[src/rtl/tm_pkg.sv]
package tm_pkg;
    typedef enum logic [1:0] {
        PH_IDLE  = 2'd0,
        PH_ARMED = 2'd1,
        PH_RUN   = 2'd2,
        PH_STRB  = 2'd3
    } phase_e;
endpackage

[src/rtl/tm_gate_edge.sv]
module tm_gate_edge (
    input  logic clk,
    input  logic rst_n,
    input  logic gate,
    output logic rise
);
    logic gate_q;

    always_ff @(posedge clk or negedge rst_n) begin
        if (!rst_n) gate_q <= 1'b0;
        else        gate_q <= gate;
    end

    assign rise = gate & ~gate_q;
endmodule

[src/rtl/tm_mode_map.sv]
module tm_mode_map (
    input  logic [2:0] code,
    output logic [2:0] eff,
    output logic       init_hi
);
    always_comb begin
        case (code)
            3'd6:    eff = 3'd2;
            3'd7:    eff = 3'd3;
            default: eff = code;
        endcase
        init_hi = (eff != 3'd0);
    end
endmodule

[src/rtl/tm_wave_level.sv]
module tm_wave_level #(
    parameter int CNT_W = 16
) (
    input  logic [CNT_W:0] nxt,
    input  logic [CNT_W:0] rl,
    input  logic           square,
    output logic           lvl
);
    localparam logic [CNT_W:0] ONE = (CNT_W+1)'(1);

    always_comb begin
        if (square) lvl = (nxt > (rl >> 1));
        else        lvl = (nxt != ONE) || (rl == ONE);
    end
endmodule

[src/rtl/interval_timer_chan.sv]
module interval_timer_chan #(
    parameter int CNT_W = 16
) (
    input  logic             clk,
    input  logic             rst_n,
    input  logic             tick,
    input  logic             gate,
    input  logic             mode_wr,
    input  logic [2:0]       mode_code,
    input  logic             load,
    input  logic [CNT_W-1:0] load_val,
    output logic             out,
    output logic [CNT_W-1:0] count
);
    import tm_pkg::*;

    localparam int             FW   = CNT_W + 1;
    localparam logic [FW-1:0]  ONE  = FW'(1);
    localparam logic [FW-1:0]  ZERO = '0;
    localparam logic [FW-1:0]  FULL = {1'b1, {CNT_W{1'b0}}};

    typedef struct packed {
        logic [2:0]    mode;
        phase_e        ph;
        logic [FW-1:0] cnt;
        logic [FW-1:0] rl;
        logic          out;
    } chan_t;

    chan_t st_d, st_q;

    logic          g_rise;
    logic [2:0]    new_mode;
    logic          new_hi;
    logic [FW-1:0] full_val;
    logic [FW-1:0] per_nxt;
    logic          per_lvl;
    logic          periodic;

    tm_gate_edge u_edge (
        .clk   (clk),
        .rst_n (rst_n),
        .gate  (gate),
        .rise  (g_rise)
    );

    tm_mode_map u_map (
        .code    (mode_code),
        .eff     (new_mode),
        .init_hi (new_hi)
    );

    assign full_val = (load_val == '0) ? FULL : {1'b0, load_val};
    assign per_nxt  = (st_q.cnt == ONE) ? st_q.rl : st_q.cnt - ONE;
    assign periodic = (st_q.mode == 3'd2) || (st_q.mode == 3'd3);

    tm_wave_level #(.CNT_W(CNT_W)) u_wave (
        .nxt    (per_nxt),
        .rl     (st_q.rl),
        .square (st_q.mode == 3'd3),
        .lvl    (per_lvl)
    );

    always_comb begin
        st_d = st_q;
        if (mode_wr) begin
            st_d.mode = new_mode;
            st_d.out  = new_hi;
            st_d.ph   = PH_IDLE;
        end else if (load) begin
            st_d.rl = full_val;
            case (st_q.mode)
                3'd0: begin
                    st_d.cnt = full_val;
                    st_d.out = 1'b0;
                    st_d.ph  = PH_RUN;
                end
                3'd1, 3'd5: begin
                    st_d.out = 1'b1;
                    st_d.ph  = PH_ARMED;
                end
                default: begin
                    st_d.cnt = full_val;
                    st_d.out = 1'b1;
                    st_d.ph  = PH_RUN;
                end
            endcase
        end else if (g_rise && st_q.ph != PH_IDLE &&
                     (st_q.mode == 3'd1 || st_q.mode == 3'd5 || periodic)) begin
            st_d.cnt = st_q.rl;
            st_d.out = (st_q.mode != 3'd1);
            st_d.ph  = PH_RUN;
        end else begin
            if (tick) begin
                case (st_q.mode)
                    3'd0: if (st_q.ph == PH_RUN && gate) begin
                        st_d.cnt = st_q.cnt - ONE;
                        if (st_q.cnt == ONE) begin
                            st_d.out = 1'b1;
                            st_d.ph  = PH_IDLE;
                        end
                    end
                    3'd1: if (st_q.ph == PH_RUN) begin
                        st_d.cnt = st_q.cnt - ONE;
                        if (st_q.cnt == ONE) begin
                            st_d.out = 1'b1;
                            st_d.ph  = PH_ARMED;
                        end
                    end
                    3'd2, 3'd3: if (st_q.ph == PH_RUN && gate) begin
                        st_d.cnt = per_nxt;
                        st_d.out = per_lvl;
                    end
                    default: begin
                        if (st_q.ph == PH_RUN && (gate || st_q.mode == 3'd5)) begin
                            st_d.cnt = st_q.cnt - ONE;
                            if (st_q.cnt == ONE) begin
                                st_d.out = 1'b0;
                                st_d.ph  = PH_STRB;
                            end
                        end else if (st_q.ph == PH_STRB) begin
                            st_d.out = 1'b1;
                            st_d.ph  = (st_q.mode == 3'd5) ? PH_ARMED : PH_IDLE;
                        end
                    end
                endcase
            end
            if (periodic && st_q.ph == PH_RUN && !gate) st_d.out = 1'b1;
        end
    end

    always_ff @(posedge clk or negedge rst_n) begin
        if (!rst_n) begin
            st_q.mode <= 3'd0;
            st_q.ph   <= PH_IDLE;
            st_q.cnt  <= ZERO;
            st_q.rl   <= ZERO;
            st_q.out  <= 1'b0;
        end else begin
            st_q <= st_d;
        end
    end

    assign out   = st_q.out;
    assign count = st_q.cnt[CNT_W-1:0];


    mode_level_chk: assert property (@(posedge clk) disable iff (!rst_n)
        mode_wr |=> (out == ($past(mode_code) != 3'd0)));


    count_hold_chk: assert property (@(posedge clk) disable iff (!rst_n)
        (!tick && !load && !mode_wr && !g_rise) |=> $stable(count));


    m0_load_low_chk: assert property (@(posedge clk) disable iff (!rst_n)
        (load && !mode_wr && st_q.mode == 3'd0) |=> !out);


    rate_one_tick_chk: assert property (@(posedge clk) disable iff (!rst_n)
        (st_q.mode == 3'd2 && st_q.ph == PH_RUN && !out && tick &&
         !load && !mode_wr && !g_rise) |=> out);


    rate_load_cnt_chk: assert property (@(posedge clk) disable iff (!rst_n)
        (load && !mode_wr && st_q.mode == 3'd2) |=> (count == $past(load_val)));
endmodule

[config.mk]
export PLATFORM = sky130hd
export DESIGN_NAME = interval_timer_chan
export DESIGN_NICKNAME = d
export VERILOG_FILES = /design/src/rtl/tm_pkg.sv /design/src/rtl/tm_gate_edge.sv /design/src/rtl/tm_mode_map.sv /design/src/rtl/tm_wave_level.sv /design/src/rtl/interval_timer_chan.sv
export SDC_FILE = /design/constraint.sdc
export NUM_CORES = 1
export LEC_CHECK = 0
export CAP_MARGIN = 0
export CORE_MARGIN = 2
export CORE_UTILIZATION = 48
export DETAILED_ROUTE_END_ITERATION = 16
export HOLD_SLACK_MARGIN = 0.1
export PLACE_DENSITY = 0.71
export SYNTH_ARGS = -nofsm -noshare
export SYNTH_HDL_FRONTEND = slang
export SYNTH_SLANG_ARGS = --single-unit
export TNS_END_PERCENT = 30
[constraint.sdc]
create_clock -name clk -period 9.89 [get_ports clk]
set_input_delay 1.978 -clock clk [delete_from_list [all_inputs] [get_ports clk]]
set_output_delay 1.978 -clock clk [all_outputs]
set_load 0.005 [all_outputs]
==> results of run 1 <==
## worst min-delay path by stage
stage	cells past startpoint	to	slack, ns	start
floorplan	2	st_q[17]$_DFFE_PN0P_	0.51	st_q[17]$_DFFE_PN0P_
global placement	1	st_q[3]$_DFFE_PN0P_	0.55	st_q[3]$_DFFE_PN0P_
detailed placement	1	st_q[3]$_DFFE_PN0P_	0.55	st_q[3]$_DFFE_PN0P_
CTS	1	st_q[3]$_DFFE_PN0P_	0.57	st_q[3]$_DFFE_PN0P_
global route	1	st_q[3]$_DFFE_PN0P_	0.60	st_q[3]$_DFFE_PN0P_
finish	1	st_q[3]$_DFFE_PN0P_	0.57	st_q[3]$_DFFE_PN0P_
## worst max-delay path, delay by kind of cell, from the launching register on
family / cells / cell delay, ns
simple gates: 5 / 1.98
fa+ha+maj: 1 / 0.31
flops: 1 / 0.48
buf+inv: 1 / 0.08
compound gates: 6 / 1.21
## flip-flops by register name, indices dropped and copies added (netlist names)
name / count
count: 16
out: 1
st_q: 23
u_edge.gate_q: 1
## kinds of logic (layout without fill, tap and decap cells)
group           after synthesis  after routing  synth area share
mux                          26             26           0.08370
flops                        41             41            0.2971
fa+ha+maj                    18             18           0.06522
simple gates                142            142            0.2091
xor+xnor                     13             13           0.03297
compound gates              112            112            0.2159
buf+inv                      66             80           0.09602
## area by class of cell
class                           instances  area, sq um  share of cell area
Inverter                               28        105.1             0.02718
Tap cell                               96        120.1             0.03107
Multi-Input combinational cell        311         2107              0.5450
Sequential cell                        41         1026              0.2654
Timing Repair Buffer                   44        427.9              0.1107
Clock buffer                            8        80.08             0.02071
## placed cells by master, fill, tap and decap left out, types with 2 or more instances in the layout
cell,n
sky130_fd_sc_hd__inv_1,28
sky130_fd_sc_hd__nor2_1,57
sky130_fd_sc_hd__buf_4,3
sky130_fd_sc_hd__clkbuf_8,5
sky130_fd_sc_hd__o22ai_1,2
sky130_fd_sc_hd__nor4b_1,2
sky130_fd_sc_hd__nor2b_1,2
sky130_fd_sc_hd__clkbuf_1,3
sky130_fd_sc_hd__and3_1,3
sky130_fd_sc_hd__o31a_1,2
sky130_fd_sc_hd__nand2b_1,4
sky130_fd_sc_hd__a31oi_1,3
sky130_fd_sc_hd__xnor2_1,7
sky130_fd_sc_hd__nor3_1,12
sky130_fd_sc_hd__or4_1,2
sky130_fd_sc_hd__nand3_1,11
sky130_fd_sc_hd__nand4_1,6
sky130_fd_sc_hd__mux2_2,23
sky130_fd_sc_hd__o31ai_1,3
sky130_fd_sc_hd__and2_1,3
sky130_fd_sc_hd__nand2_1,20
sky130_fd_sc_hd__clkdlybuf4s50_1,40
sky130_fd_sc_hd__mux2i_1,3
sky130_fd_sc_hd__dfrtp_1,41
sky130_fd_sc_hd__o211ai_1,4
sky130_fd_sc_hd__a211oi_1,17
sky130_fd_sc_hd__a21oi_1,46
sky130_fd_sc_hd__o21ai_0,12
sky130_fd_sc_hd__nand4b_1,2
sky130_fd_sc_hd__xor2_1,6
sky130_fd_sc_hd__o21bai_1,2
sky130_fd_sc_hd__nor4_1,9
sky130_fd_sc_hd__or3_1,3
sky130_fd_sc_hd__ha_1,18
sky130_fd_sc_hd__o22a_1,2
sky130_fd_sc_hd__a2bb2oi_1,2
## routing by layer
metal | wire (microns) | track usage | up-vias
li1 | - | - | 1523
met1 | 4035 | 0.3202 | 1453
met2 | 4308 | 0.4172 | 94
met3 | 562 | 0.05224 | 19
met4 | 212 | 0.07989 | 0
met5 | 0 | 0 | -
## power breakdown
group / total, mW / switching [mW] / internal, mW / leakage [nW]
clock: 0.109 / 0.0590 / 0.0502 / 0.0395
combinational: 0.287 / 0.146 / 0.141 / 1.02
sequential: 0.251 / 0.0533 / 0.197 / 0.479
## metrics by stage
step / cells / utilization / area [sq um]
after floorplan: 418 / - / 3453
after global placement: 520 / 0.5512 / 3786
after detailed placement: 520 / 0.5512 / 3786
after CTS: 528 / 0.5628 / 3866
after global routing: 528 / 0.5628 / 3866
final: 528 / 0.5628 / 3866
==> parameters.txt, run 1 <==
Parameter                              Value

Outcome
  Result of the run    finished clean

Finish
  Fin nets    around 470
  Area added between synthesis and finish    11.96%
  Filler instances    between 600 and 700
  Share of cells above drive strength 1    0.09954
  Final antenna diode count    0

Drt
  Remaining routing DRC violations    0
  Routed length per placed instance    17.27 microns
  Residual antenna-violating net count after detailed routing    0
  WL final    slightly above 9000 microns
  DR vias/cell    around 5.9
  First-pass iteration count of the detailed router    5
  Vias after detailed routing    slightly above 3000
  Drt initial violations    roughly 210

Floorplan
  Standard-cell row count    30
  DIE HEIGHT    about 89 microns
  Initial core utilization    0.5027
  Die width    slightly below 90 microns
  Placeable core region    between 6000 and 7000 sq um
  Die area    around 8000 sq um
  Ports    42

GRT
  Global-route wire length before repair    between 10000 and 15000 microns
  Global routing usage summed across all routing layers    0.2488
  Antenna violations before repair    0
  Pin count of the biggest net entering global routing    42
  Total gr overflow    0
  Vias in the first global route    approximately 3000

STA
  Final hold violation count    0
  Setup Viol. Count Final    0
  Final critical-path setup slack    around 5.7 ns
  Share of the clock period used by the worst path    0.4239
  Slew @ Worst Pin    0.9683 ns
  Final Critical Period    between 4 and 5 ns
  Clock tree skew after final layout    between 0.01 and 0.015 ns
  Aggregate negative setup slack    0 ns
  Peak Freq    between 0.2 and 0.25 GHz
  Rel. slew slack    0.3529
  Hold Worst Slack    around 0.57 ns
  Final slew viol count    0
  RSZ-0062 raised after global routing    false

Synthesis
  Avg Cell Area, Syn    a little over 8 sq um
  Post-Synthesis Net Count    461
  Cell area after technology mapping    approximately 3500 sq um
  Most used flip-flop cell after synthesis    sky130_fd_sc_hd__dfrtp_1
  Synthesis-stage register bit count    41
  Yosys Warn Count    0
  Cell taking the most area after synthesis    sky130_fd_sc_hd__dfrtp_1
  Cell types with the highest counts after synthesis    57 x sky130_fd_sc_hd__nor2_1, 46 x sky130_fd_sc_hd__a21oi_1, 41 x sky130_fd_sc_hd__dfrtp_1
  Number of instances in the synthesized netlist    approximately 420
  Portion of synthesized cell area occupied by the leading cell type    0.2971
  Most repeated cell in the gate-level netlist after synthesis    sky130_fd_sc_hd__nor2_1
  Post-synthesis async set-or-reset flop share    1.000
  Post-synthesis cell type count    59
  Number of enable flip-flop cells after synthesis    0
  Biggest area contributors in the synthesized netlist    sky130_fd_sc_hd__dfrtp_1 30%, sky130_fd_sc_hd__mux2_2 7.5%, sky130_fd_sc_hd__a21oi_1 6.7%
  Sequential fraction of the synthesis area    0.2971

Setup path
  Critical path startpoint    count[12]$_DFFE_PN0P_
  Reg2Reg Depth    13
  Slowest cell on crit path    sky130_fd_sc_hd__nand2_1
  CP Capture Type    register
  Crit Path Category    register to register
  Worst reg2reg setup slack    between 5 and 6 ns
  Startpoint type of the worst setup path    register
  Capturing element of the worst setup path    out$_DFFE_PN0P_
  Data required, critical path    10.06 ns
  Reg-to-reg critical path endpoint    out$_DFFE_PN0P_
  CP max stage delay    approximately 0.64 ns
  Reg-to-reg critical path startpoint    count[12]$_DFFE_PN0P_
  Maximum fanout count along the critical path    29
  Worst EP arrival    4.36 ns
  Cell-by-cell listing of the critical path    or4_4 -> nor3b_4 -> nand2_1 -> o221ai_2 -> inv_1 -> ha_1 -> nand4_1 -> nor3_1 -> a311o_1 -> a31oi_1 -> o22a_1 -> a211oi_1 -> a21oi_1

Power
  Pwr Total    0.6468 mW
  Power Dens Cells    around 170 nW/um^2
  Maximum vdd drop    just over 0.09 mV
  Leakage dissipation    1.538 nW

Clocking
  Number of buffers created by CTS    5
  Clock Latency Late Sink    0.30 ns
  Number of sinks on the clock net    about 40
  Cell chosen for the clock root    sky130_fd_sc_hd__clkbuf_8
  PostCTS Resize Cnt    0
  Clock tree from TritonCTS    built
  Total setup buffers inserted after CTS    0
  Clock transition at the registers of the reported paths    ~0.07 ns
  Count of H-tree levels built during CTS    2
  Maximum root-to-sink buffer count    2
  Hold-fix buffer count after cts    0

Min path
  Worst min-delay path category    register to register

Placement
  PortBufs    slightly above 40
  Post-Place Setup Slack    5.494 ns
  DPL Wire Length    a little under 7000 microns
  Final RePlAce weighted congestion    between 0.8 and 0.9

Job
  Max Cap Viol    0
(Power assumes the default switching activity.)
==> run 2, diff against run 1 <==
- clock period: 9.89 -> 4.3 ns (I/O delays scaled with it)
==> parameters.txt, run 2 (synthesized netlist as in run 1, its figures left out) <==
Parameter                              Value

Outcome
  Result of the run    finished clean (unchanged)

Clocking
  Hold-fix buffer count after cts    0 (unchanged)
  Number of sinks on the clock net    41 (unchanged)
  Clock transition at the registers of the reported paths    0.08 ns (was 0.07 ns)
  PostCTS Resize Cnt    0 (unchanged)
  Maximum root-to-sink buffer count    2 (unchanged)
  Clock Latency Late Sink    0.30 ns (about the same)
  Count of H-tree levels built during CTS    2 (unchanged)
  Total setup buffers inserted after CTS    0 (unchanged)
  Number of buffers created by CTS    5 (unchanged)
  Clock tree from TritonCTS    built (unchanged)
  Cell chosen for the clock root    sky130_fd_sc_hd__clkbuf_8 (unchanged)

STA
  Share of the clock period used by the worst path    0.8202 (was 0.4239)
  Peak Freq    0.2836 GHz (was 0.2385 GHz)
  Rel. slew slack    0.3621 (was 0.3529)
  Final hold violation count    0 (unchanged)
  Final Critical Period    3.527 ns (was 4.192 ns)
  Aggregate negative setup slack    0 ns (unchanged)
  RSZ-0062 raised after global routing    false (unchanged)
  Clock tree skew after final layout    0.01185 ns (was 0.01007 ns)
  Setup Viol. Count Final    0 (unchanged)
  Slew @ Worst Pin    0.9568 ns (was 0.9683 ns)
  Final slew viol count    0 (unchanged)

Floorplan
  Placeable core region    6869 sq um (unchanged)
  Die area    7889 sq um (unchanged)
  Standard-cell row count    30 (unchanged)
  DIE HEIGHT    88.82 microns (unchanged)
  Ports    42 (unchanged)
  Initial core utilization    0.5027 (unchanged)
  Die width    88.82 microns (unchanged)

Drt
  First-pass iteration count of the detailed router    5 (unchanged)
  Drt initial violations    359 (was 205)
  WL final    9302 microns (was 9118 microns)
  DR vias/cell    5.964 (was 5.850)
  Vias after detailed routing    3155 (was 3089)
  Residual antenna-violating net count after detailed routing    0 (unchanged)
  Remaining routing DRC violations    0 (unchanged)
  Routed length per placed instance    17.58 microns (was 17.27 microns)

Finish
  Flip-flop count of the largest register, all copies and words added    23 (unchanged)
  Biggest register    st_q (unchanged)
  Area of all placed cells without fillers    3905 sq um (was 3866 sq um)
  Fin nets    476 (was 474)
  Final design utilization    0.5685 (was 0.5628)
  Commonest non-fill, non-tap cells in the layout    57 x sky130_fd_sc_hd__nor2_1, 46 x sky130_fd_sc_hd__a21oi_1, 41 x sky130_fd_sc_hd__dfrtp_1, 40 x sky130_fd_sc_hd__clkdlybuf4s50_1, 28 x sky130_fd_sc_hd__inv_1 (unchanged)
  Commonest non-fill, non-tap cell in the layout    sky130_fd_sc_hd__nor2_1 (unchanged)
  Final antenna diode count    0 (unchanged)
  FF/Latch Area    1026 sq um (unchanged)
  Filler instances    621 (was 636)
  Area added between synthesis and finish    13.08% (was 11.96%)
  Share of cells above drive strength 1    0.1085 (was 0.09954)
  Multi-input gate area in the final layout    2107 sq um (unchanged)

Power
  Leakage dissipation    1.561 nW (was 1.538 nW)
  Maximum vdd drop    0.1927 mV (was 0.09127 mV)
  Power Dens Cells    396.3 nW/um^2 (was 167.3 nW/um^2)
  Pwr Total    1.547 mW (was 0.6468 mW)

Setup path
  Maximum fanout count along the critical path    29 (unchanged)
  Worst reg2reg setup slack    0.77 ns (was 5.70 ns)
  Data required, critical path    4.47 ns (was 10.06 ns)
  Worst EP arrival    3.70 ns (was 4.36 ns)
  CP Capture Type    register (unchanged)
  Startpoint type of the worst setup path    register (unchanged)
  Crit Path Category    register to register (unchanged)

Min path
  Worst min-delay path category    register to register (unchanged)

GRT
  Global-route wire length before repair    15220 microns (was 14900 microns)
  Pin count of the biggest net entering global routing    42 (unchanged)
  Global routing usage summed across all routing layers    0.2516 (was 0.2488)
  Vias in the first global route    2921 (was 3041)
  Antenna violations before repair    0 (unchanged)
  Total gr overflow    0 (unchanged)

Placement
  Final RePlAce weighted congestion    0.9997 (was 0.8820)
  DPL Wire Length    7081 microns (was 6815 microns)
  Cell Area, Placed    3801 sq um (was 3786 sq um)
  PortBufs    41 (unchanged)

Job
  Max Cap Viol    0 (unchanged)
run 2: layout make-up:
class,instances,area share
well taps,96,0.03076
multi-input cells,311,0.5396
clock inverters,2,0.008971
inverters,28,0.02691
repair buffers,46,0.1134
flip-flops and latches,41,0.2627
clock buffers,5,0.01762
run 2: final timing paths:
| path | from | endpoint | cells after the start |
|---|---|---|---|
| setup / recovery | count[14]$_DFFE_PN0P_ | out$_DFFE_PN0P_ | 14 |
| hold / removal | st_q[4]$_DFFE_PN0P_ | st_q[4]$_DFFE_PN0P_ | 1 |
| setup reg to reg | count[14]$_DFFE_PN0P_ | out$_DFFE_PN0P_ | 14 |
| hold reg to reg | st_q[4]$_DFFE_PN0P_ | st_q[4]$_DFFE_PN0P_ | 1 |
| max in group asynchronous | rst_n | st_q[12]$_DFFE_PN0P_ | 1 |
| min in group asynchronous | rst_n | st_q[4]$_DFFE_PN0P_ | 1 |
run 2: critical path: stages (launching register included):
cell                      delay [ns]
sky130_fd_sc_hd__dfrtp_1        0.44
sky130_fd_sc_hd__or4_4          0.57
sky130_fd_sc_hd__nor3b_4        0.28
sky130_fd_sc_hd__nand2_1        0.08
sky130_fd_sc_hd__buf_4          0.23
sky130_fd_sc_hd__mux2_2         0.27
sky130_fd_sc_hd__inv_1          0.04
sky130_fd_sc_hd__ha_1           0.28
sky130_fd_sc_hd__nand4_1        0.15
sky130_fd_sc_hd__nor3_1         0.31
sky130_fd_sc_hd__a311o_1        0.21
sky130_fd_sc_hd__a31oi_1        0.04
sky130_fd_sc_hd__o22a_1         0.19
sky130_fd_sc_hd__o31ai_1        0.25
sky130_fd_sc_hd__a21oi_1        0.07
run 2: metal layers:
layer	global-route usage	wire (microns)	up-vias	part of all wire
met5	0	0	-	0
met4	0.06061	195	0	0.021
met3	0.03451	592	27	0.064
met2	0.3935	4241	137	0.46
met1	0.3674	4272	1474	0.46
li1	-	-	1517	-
run 2: per-stage QoR:
stage                     hold slack [ns]  setup slack, ns  std cells
after floorplan                    0.5132           0.9976        418
after global placement             0.5672           0.8945        522
after detailed placement           0.5737           0.8649        522
after CTS                          0.5937           0.8140        529
after global routing               0.6213           0.4579        529
final                              0.5940           0.7733        529
run 2: power by group:
part / total, mW / internal, mW / switching (mW) / leakage [nW]
logic: 0.662 / 0.324 / 0.339 / 1.03
clock network: 0.304 / 0.169 / 0.135 / 0.0540
registers: 0.581 / 0.454 / 0.128 / 0.479
total: 1.55 / 0.946 / 0.601 / 1.56
